[src/rtl/rrm_pkg.sv]
package rrm_pkg;
  localparam int NMATCH    = 4;
  localparam int NQ        = NMATCH + 1;
  localparam int QSEL_W    = 3;
  localparam int RECYCLE_Q = NMATCH;

  typedef enum logic [QSEL_W-1:0] {
    Q_BUY     = 3'd0,
    Q_SELL    = 3'd1,
    Q_MDATA   = 3'd2,
    Q_MGMT    = 3'd3,
    Q_RECYCLE = 3'd4
  } queue_id_e;
endpackage

[src/rtl/rrm_route.sv]
module rrm_route
  import rrm_pkg::*;
(
  input  logic              push_valid,
  input  logic [NMATCH-1:0] push_match,
  input  logic              pop_req,
  input  logic [QSEL_W-1:0] pop_sel,
  output logic [NQ-1:0]     wr_tgt,
  output logic [NQ-1:0]     rd_tgt
);
  for (genvar q = 0; q < NQ; q++) begin : g_route
    if (q == RECYCLE_Q) begin : g_recycle
      // the log queue takes every handled descriptor
      assign wr_tgt[q] = push_valid;
    end else begin : g_match
      assign wr_tgt[q] = push_valid & push_match[q];
    end
    assign rd_tgt[q] = pop_req & (pop_sel == QSEL_W'(q));
  end
endmodule

[src/rtl/rrm_ring.sv]
module rrm_ring #(
  parameter int DESC_W = 32,
  parameter int DEPTH  = 8,
  localparam int AW    = $clog2(DEPTH)
) (
  input  logic              clk,
  input  logic              rst,
  input  logic              wr_req,
  input  logic [DESC_W-1:0] wr_data,
  input  logic              rd_req,
  input  logic              bell_clr,
  output logic              rd_valid,
  output logic [DESC_W-1:0] rd_data,
  output logic [AW-1:0]     wr_ptr,
  output logic [AW-1:0]     rd_ptr,
  output logic              empty,
  output logic              full,
  output logic              ovf,
  output logic              bell
);
  logic [DESC_W-1:0] mem [DEPTH];
  logic wr_ok, rd_ok;

  assign empty = (wr_ptr == rd_ptr);
  assign full  = ((wr_ptr + AW'(1)) == rd_ptr);
  assign wr_ok = wr_req & ~full;
  assign rd_ok = rd_req & ~empty;

  // storage without reset so it maps onto block RAM
  always_ff @(posedge clk) begin
    if (wr_ok) mem[wr_ptr] <= wr_data;
  end

  always_ff @(posedge clk) begin
    if (rd_ok) rd_data <= mem[rd_ptr];
  end

  always_ff @(posedge clk) begin
    if (rst) begin
      wr_ptr   <= '0;
      rd_ptr   <= '0;
      ovf      <= 1'b0;
      bell     <= 1'b0;
      rd_valid <= 1'b0;
    end else begin
      rd_valid <= rd_ok;
      if (wr_ok) wr_ptr <= wr_ptr + AW'(1);
      if (rd_ok) rd_ptr <= rd_ptr + AW'(1);
      if (wr_req && full) ovf <= 1'b1;
      // an accepted write outranks a clear in the same cycle
      if (wr_ok)         bell <= 1'b1;
      else if (bell_clr) bell <= 1'b0;
    end
  end

  a_r4_full_empty_exclusive: assert property (@(posedge clk) disable iff (rst)
    !(full && empty));
  a_r5_full_push_dropped: assert property (@(posedge clk) disable iff (rst)
    (wr_req && full && !rd_req) |=> ($stable(wr_ptr) && ovf));
  a_r5_ovf_sticky: assert property (@(posedge clk) disable iff (rst)
    ovf |=> ovf);
  a_r6_bell_on_write: assert property (@(posedge clk) disable iff (rst)
    (wr_req && !full) |=> bell);
  a_r7_empty_pop_idle: assert property (@(posedge clk) disable iff (rst)
    (rd_req && empty) |=> (!rd_valid && $stable(rd_ptr)));
endmodule

[src/rtl/rrm_readback.sv]
module rrm_readback
  import rrm_pkg::*;
#(
  parameter int DESC_W = 32,
  parameter int AW     = 3
) (
  input  logic                      clk,
  input  logic                      rst,
  input  logic [QSEL_W-1:0]         ptr_sel,
  input  logic [NQ-1:0][AW-1:0]     wp_all,
  input  logic [NQ-1:0][AW-1:0]     rp_all,
  input  logic [NQ-1:0]             vld_all,
  input  logic [NQ-1:0][DESC_W-1:0] dat_all,
  output logic                      pop_valid,
  output logic [DESC_W-1:0]         pop_data,
  output logic [AW-1:0]             ptr_wr,
  output logic [AW-1:0]             ptr_rd
);
  logic [AW-1:0] wp_sel, rp_sel;

  always_comb begin
    wp_sel = '0;
    rp_sel = '0;
    for (int q = 0; q < NQ; q++) begin
      if (ptr_sel == QSEL_W'(q)) begin
        wp_sel = wp_all[q];
        rp_sel = rp_all[q];
      end
    end
  end

  always_ff @(posedge clk) begin
    if (rst) begin
      ptr_wr <= '0;
      ptr_rd <= '0;
    end else begin
      ptr_wr <= wp_sel;
      ptr_rd <= rp_sel;
    end
  end

  // at most one ring returns data per cycle, so an OR merge suffices
  always_comb begin
    pop_data = '0;
    for (int q = 0; q < NQ; q++) begin
      if (vld_all[q]) pop_data = pop_data | dat_all[q];
    end
  end
  assign pop_valid = |vld_all;

  a_r7_single_source: assert property (@(posedge clk) disable iff (rst)
    $onehot0(vld_all));
endmodule

[src/rtl/resp_ring_mgr.sv]
module resp_ring_mgr
  import rrm_pkg::*;
#(
  parameter int DESC_W = 32,
  parameter int DEPTH  = 8
) (
  input  logic                     clk,
  input  logic                     rst,
  input  logic                     push_valid,
  input  logic [DESC_W-1:0]        push_desc,
  input  logic [NMATCH-1:0]        push_match,
  input  logic                     pop_req,
  input  logic [QSEL_W-1:0]        pop_sel,
  output logic                     pop_valid,
  output logic [DESC_W-1:0]        pop_data,
  input  logic [NQ-1:0]            db_clr,
  output logic [NQ-1:0]            doorbell,
  input  logic [QSEL_W-1:0]        ptr_sel,
  output logic [$clog2(DEPTH)-1:0] ptr_wr,
  output logic [$clog2(DEPTH)-1:0] ptr_rd,
  output logic [NQ-1:0]            q_empty,
  output logic [NQ-1:0]            q_full,
  output logic [NQ-1:0]            q_ovf
);
  localparam int AW = $clog2(DEPTH);

  logic [NQ-1:0]             wr_tgt, rd_tgt, vld_all;
  logic [NQ-1:0][AW-1:0]     wp_all, rp_all;
  logic [NQ-1:0][DESC_W-1:0] dat_all;

  rrm_route u_route (
    .push_valid (push_valid),
    .push_match (push_match),
    .pop_req    (pop_req),
    .pop_sel    (pop_sel),
    .wr_tgt     (wr_tgt),
    .rd_tgt     (rd_tgt)
  );

  for (genvar q = 0; q < NQ; q++) begin : g_ring
    rrm_ring #(.DESC_W(DESC_W), .DEPTH(DEPTH)) u_ring (
      .clk      (clk),
      .rst      (rst),
      .wr_req   (wr_tgt[q]),
      .wr_data  (push_desc),
      .rd_req   (rd_tgt[q]),
      .bell_clr (db_clr[q]),
      .rd_valid (vld_all[q]),
      .rd_data  (dat_all[q]),
      .wr_ptr   (wp_all[q]),
      .rd_ptr   (rp_all[q]),
      .empty    (q_empty[q]),
      .full     (q_full[q]),
      .ovf      (q_ovf[q]),
      .bell     (doorbell[q])
    );
  end

  rrm_readback #(.DESC_W(DESC_W), .AW(AW)) u_readback (
    .clk       (clk),
    .rst       (rst),
    .ptr_sel   (ptr_sel),
    .wp_all    (wp_all),
    .rp_all    (rp_all),
    .vld_all   (vld_all),
    .dat_all   (dat_all),
    .pop_valid (pop_valid),
    .pop_data  (pop_data),
    .ptr_wr    (ptr_wr),
    .ptr_rd    (ptr_rd)
  );

  a_r2_recycle_always: assert property (@(posedge clk) disable iff (rst)
    (push_valid && !q_full[RECYCLE_Q]) |=> doorbell[RECYCLE_Q]);
  a_r3_match_rings_bell: assert property (@(posedge clk) disable iff (rst)
    (push_valid && push_match[0] && !q_full[0]) |=> doorbell[0]);
endmodule

[config.mk]
export PLATFORM = sky130hd
export DESIGN_NAME = resp_ring_mgr
export DESIGN_NICKNAME = d
export VERILOG_FILES = /design/src/rtl/rrm_pkg.sv /design/src/rtl/rrm_route.sv /design/src/rtl/rrm_ring.sv /design/src/rtl/rrm_readback.sv /design/src/rtl/resp_ring_mgr.sv
export SDC_FILE = /design/constraint.sdc
export NUM_CORES = 2
export LEC_CHECK = 0
export BUFFER_PORTS_ARGS = -buffer_cell sky130_fd_sc_hd__buf_4
export CAP_MARGIN = 5
export CELL_PAD_IN_SITES_DETAIL_PLACEMENT = 1
export CELL_PAD_IN_SITES_GLOBAL_PLACEMENT = 2
export CORE_MARGIN = 2
export CORE_UTILIZATION = 34
export CTS_CLUSTER_DIAMETER = 40
export DETAILED_ROUTE_END_ITERATION = 12
export PLACE_DENSITY = 0.67
export SETUP_SLACK_MARGIN = 0.15
export SLEW_MARGIN = 15
export SYNTH_ARGS = -nofsm -noshare
export SYNTH_HDL_FRONTEND = slang
export SYNTH_HIERARCHICAL = 1
export SYNTH_SLANG_ARGS = --single-unit
[constraint.sdc]
create_clock -name clk -period 9.2 [get_ports clk]
set_clock_uncertainty 0.2 [all_clocks]
set_input_delay 1.84 -clock clk [delete_from_list [all_inputs] [get_ports clk]]
set_output_delay 1.84 -clock clk [all_outputs]
set_load 0.1 [all_outputs]
# Word-level counts from Yosys, hierarchy flattened
# Memory sizes are Yosys's and may differ from the RTL's. A register that Yosys moved wholly into a read port is not among the register bits.
# Index checks and enable logic that the tools add are counted.
# classes
reduce_logical	13
bitwise_logic	33
addsub	10
n_mux	35
n_eq_ne	18
# op_table
operator	count
two-way mux 32 bit	5
OR 32 bit	4
adder 3 x 1 -> 3 bit (second input constant)	10
equality test 3 bit	10
two-way mux 3 bit	10
two-way mux 1 bit	20
AND 1 bit	19
equality test 3 x 2 -> 1 bit (second input constant)	4
inverter 1 bit	10
nonzero test 2 bit	5
equality test 3 x 1 -> 1 bit (second input constant)	2
equality test 3 bit (second input constant)	2
logical NOT 3 bit	2
logical AND 1 bit	5
OR reduction 5 bit	1
# word_totals
mem_count	5
out_inout_bits	59
word_cells	141
regBits	51
mem_bits_rw	1280
in_bits	51
# mem_list
name	words	width	read_ports	rd_ports_with_merged_regs	wr	line	rtl
g_ring[0].u_ring.mem	8	32	1	1	1	rrm_ring.sv:21	logic [DESC_W-1:0] mem [DEPTH];
g_ring[1].u_ring.mem	8	32	1	1	1	rrm_ring.sv:21	
g_ring[2].u_ring.mem	8	32	1	1	1	rrm_ring.sv:21	
g_ring[3].u_ring.mem	8	32	1	1	1	rrm_ring.sv:21	
g_ring[4].u_ring.mem	8	32	1	1	1	rrm_ring.sv:21	

# Depth between registers and ports, before layout
# depth
ltp_word	9
mapped_depth	6
depth_no_buf	4

# Modules after synthesis
# The synthesis kept the hierarchy.
# modules_own_cells
mod	area_each_um2	cells_each	n_inst	seq_area_each_um2
rrm_ring	11259.5	545	5	8828.5
rrm_readback	1158.6	167	1	120.1
rrm_route	95.1	10	1	0.0

# Worst setup path before layout
# Ideal clock, no wire load.
# synth_timing
path_kind	input-to-reg
start	in push_valid
end	mem g_ring[0].u_ring.mem[5][0], enable pin
slack_ns	3.209
setup_time_ns	0.502
arrival_ns	5.289
stages	4
required_ns	8.498
path_buffers	1
path_cell_list	and2_1 -> buf_2 -> nand2_1 -> nor4_1
# synth_between
elab_chain_len	4
# synth_rtl
element	line	rtl
from (decl)	resp_ring_mgr.sv:9	input logic push_valid,
AND 1 bit	rrm_route.sv:16	assign wr_tgt[q] = push_valid & push_match[q];
AND 1 bit	rrm_ring.sv:26	assign wr_ok = wr_req & ~full;
two-way mux 1 bit	rrm_ring.sv:31	if (wr_ok) mem[wr_ptr] <= wr_data;
two-way mux 1 bit (implied by the code)	rrm_ring.sv:31	
to (decl)	rrm_ring.sv:21	
# Every way passes these cells.

# Worst setup path after layout
# layout_timing
start	reg g_ring[3].u_ring.rd_ptr[2]
end	out q_full[3]
# layout_between
elab_chain_len	1
# layout_rtl
element	line	rtl
from (decl)	rrm_ring.sv:15	output logic [AW-1:0] rd_ptr,
from (signal assigned)	rrm_ring.sv:48	if (rd_ok) rd_ptr <= rd_ptr + AW'(1);
equality test 3 bit	rrm_ring.sv:25	assign full = ((wr_ptr + AW'(1)) == rd_ptr);
to (decl)	resp_ring_mgr.sv:22	output logic [NQ-1:0] q_full,
# Every way passes these cells.

==> metrics <==
Tmin final a little over 5000 ps; Clock Pin Slew Worst Setup and Hold Paths approximately 60 ps; full die area 0.173 mm²; Final Wtd Congestion roughly 0.74; Post-Syn Nets 2963; Hold Crit Class register to register; clk sink count ~1500; Main synth FF type edfxtp_1; final-report hold violation count 0; Final WS setup just over 4000 ps; CP Class register to primary output; Distinct cells, synth 50; Critical-path top delay cell xor3_2; register bit total from synthesis ~1500; Peak VDD IR about 0.00014 V; CP required between 7000 and 8000 ps; f_max 194 MHz; global-route wire length before repair about 200 mm; fin area between 0.06 and 0.07 mm²; final slew viol count 0; grt total ovfl 0; vias 27959; crit-path max FO 39; Num CTS Buffers between 150 and 200; area grow syn2layout 16.6%; initial antenna violation count 4; Arr. time, crit path just over 3000 ps; Inst Count DP 5122; Post-synth EDFFs 1440; Rel. slew slack 0.272; WL final approximately 140 mm; Async S/R FF share, synth 0; synthesized instance count just under 3000; H-tree depth 4; vias in the first global route between 20000 and 30000; Top Ports 110; maximum clock path buffer count 3; post-synthesis instance area approximately 0.058 mm²; row cnt 150; final setup TNS 0 ps; share of layout cells above drive strength 1 0.273; Crit. End Element primary output; most frequent CP cell buf_4; Yosys Warn Count 6; worst-skew pair later-pin latency roughly 790 ps; Wirelength per Cell about 25 µm; Cell Pwr Density between 200 and 250 mW/mm²; Avg Inst Size Synth just under 20 µm²; # Post-CTS Setup Buffers 0; Critical Path Max Stage Delay around 630 ps; CTS tree built; Placed Area approximately 0.06 mm²; CP cell instances buf_4 -> xor3_2 -> nor3_4 -> buf_4; fin nets roughly 3200; FILL cells around 16000; antenna viol nets, final 0; crit-path leading delay family buffers and inverters; starting density of the core 0.343; total power 16000 µW; max-cap violations 0; post-DP HPWL about 81 mm; pre-CTS setup slack ~4700 ps; DRC Markers 0; Seq/Total Area, Yosys 0.769; Root Buffer clkbuf_16; Finished Layout Cells approximately 5500; DR pass1 iterations 8; CTS Hold Buffers Added 0; status completed; pin count of the biggest net entering global routing 67; Port-buffer cells about 110; Die Height ~420 µm; routed vias/inst roughly 5; Pleak roughly 0.021 µW; core area about 0.17 mm²; Startpoint Class register; worst-margin pin slew about 1100 ps; Post-CTS Resized 0; CP Buf/Inv Count 2; final setup fails 0; post-route clock period utilization 0.559; RSZ-0062 raised after global routing no; 1st-iter DRT viols 2172; die width around 420 µm; Total Routing Usage GR 0.161
## sequential cells by signal, summed over array words and instances, names as in the netlist
register / flops
g_ring.u_ring/rd_ptr: 15
g_ring.u_ring/rd_valid: 5
u_readback/ptr_rd: 3
g_ring.u_ring/mem: 1280
u_readback/ptr_wr: 3
g_ring.u_ring/ovf: 5
g_ring.u_ring/wr_ptr: 15
g_ring.u_ring/bell: 5
g_ring.u_ring/rd_data: 160
## worst paths after layout
path / cells after the start / slack [ps] / start / to
worst max register to register: 5 / 5980 / g_ring[4].u_ring/wr_ptr[0] / g_ring[4].u_ring/mem[1][10]
worst max-delay path: 4 / 4060 / g_ring[3].u_ring/rd_ptr[2] / q_full[3]
worst min register to register: 2 / 270 / g_ring[0].u_ring/bell / g_ring[0].u_ring/bell
worst min-delay path: 2 / 270 / g_ring[0].u_ring/bell / g_ring[0].u_ring/bell
## power by group
| part | total (µW) | internal [µW] | switching (µW) | leakage, µW |
|---|---|---|---|---|
| clock | 7170 | 4250 | 2920 | 0.00295 |
| combinational | 1030 | 304 | 729 | 0.00512 |
| sequential | 7800 | 7700 | 94.3 | 0.0134 |
| total | 16000 | 12300 | 3740 | 0.0215 |
## layout by cell type, fill, tap and decap left out, types with 6 or more instances in the layout
| master | n |
|---|---|
| clkbuf_16 | 188 |
| clkinv_2 | 21 |
| or2b_2 | 10 |
| inv_8 | 14 |
| clkbuf_1 | 17 |
| mux4_2 | 320 |
| or4_1 | 15 |
| nor2b_1 | 10 |
| mux2_2 | 11 |
| nand4_1 | 10 |
| xor2_1 | 20 |
| nor2_1 | 13 |
| o21ai_0 | 16 |
| a222oi_1 | 32 |
| nand2b_1 | 10 |
| a311oi_1 | 6 |
| nor3_2 | 10 |
| edfxtp_1 | 1440 |
| nor4_2 | 30 |
| and2_1 | 9 |
| buf_4 | 174 |
| nand2_1 | 565 |
| clkinv_1 | 27 |
| a22oi_1 | 32 |
| dfxtp_4 | 10 |
| nor3_1 | 6 |
| clkinvlp_4 | 20 |
| bufinv_16 | 16 |
| inv_1 | 15 |
| ha_1 | 10 |
| inv_6 | 19 |
| dfxtp_1 | 35 |
| dfxtp_2 | 6 |
| nand3b_1 | 10 |
| clkinv_4 | 11 |
## cell type report
type                    count  area, µm²  share of cell area
flip-flops and latches   1491      44300               0.660
multi-input cells        1238      12500               0.187
clock buffers             206       4780              0.0713
well taps                2204       2760              0.0411
clock inverters           133       1340              0.0200
repair buffers            174       1310              0.0195
inverters                  15       56.3            0.000839
diodes                      2       5.00           0.0000746
## metrics by stage
stage	hold slack [ps]	utilization
after floorplan	260	-
after global placement	262	0.364
after detailed placement	268	0.364
after CTS	276	0.400
after global routing	301	0.400
final	270	0.400
## cell families (layout without fill, tap and decap cells)
| family | count (synthesis) | after routing | synth area share |
|---|---|---|---|
| buffers and inverters | 173 | 528 | 0.0174 |
| AOI/OAI and AO/OA | 131 | 131 | 0.0182 |
| DFF | 1491 | 1491 | 0.769 |
| other | 0 | 2 | 0 |
| muxes | 336 | 336 | 0.128 |
| xor gates and xnor gates | 30 | 30 | 0.00761 |
| adders and majority gates | 10 | 10 | 0.00217 |
| and+or+nand+nor | 731 | 731 | 0.0572 |
## synth_stat cells (2+ instances only)
library cell / n / share of area
edfxtp_1: 1440 / 0.75
nand2_1: 565 / 0.037
mux4_2: 320 / 0.13
buf_2: 51 / 0.0044
dfxtp_1: 51 / 0.018
clkbuf_1: 39 / 0.0025
a222oi_1: 32 / 0.0056
a22oi_1: 32 / 0.0042
nor4_1: 30 / 0.0033
buf_4: 27 / 0.0035
buf_6: 25 / 0.0049
xor2_1: 20 / 0.0030
buf_1: 16 / 0.0010
nor3_1: 16 / 0.0014
o21ai_0: 16 / 0.0014
inv_1: 15 / 0.00098
or4_1: 15 / 0.0020
nor2_1: 13 / 0.00085
mux2_2: 11 / 0.0022
ha_1: 10 / 0.0022
nand2b_1: 10 / 0.0011
nand3b_1: 10 / 0.0013
nand4_1: 10 / 0.0011
nor2b_1: 10 / 0.0011
o31a_1: 10 / 0.0015
or2b_2: 10 / 0.0015
and2_1: 9 / 0.00098
a311oi_1: 6 / 0.00091
a211oi_1: 5 / 0.00065
a21oi_1: 5 / 0.00043
a22o_1: 5 / 0.00076
a311o_1: 5 / 0.00087
a31oi_1: 5 / 0.00054
and3b_1: 5 / 0.00076
mux2i_1: 5 / 0.00087
nand3_1: 5 / 0.00043
nor3_4: 5 / 0.0014
nor3b_1: 5 / 0.00065
nor4bb_1: 5 / 0.00087
o2111ai_1: 5 / 0.00076
o31ai_1: 5 / 0.00065
xnor2_4: 5 / 0.0024
xor3_2: 5 / 0.0022
and4bb_1: 2 / 0.00043
## worst reg2reg max path: stages (launching register included)
cell and delay (ps):
dfxtp_1 680, ha_1 350, xor2_1 540, nor3_4 190, nor4_2 270, buf_4 560
## per-layer routing
| layer | GRT usage | wire length (µm) | vias to the layer above |
|---|---|---|---|
| li1 | - | - | 12129 |
| met1 | 0.213 | 59700 | 15035 |
| met2 | 0.270 | 69900 | 565 |
| met3 | 0.0269 | 5140 | 222 |
| met4 | 0.0542 | 3980 | 8 |
| met5 | 0 | 44 | - |
Note: power is estimated with default switching activity, not from simulation.
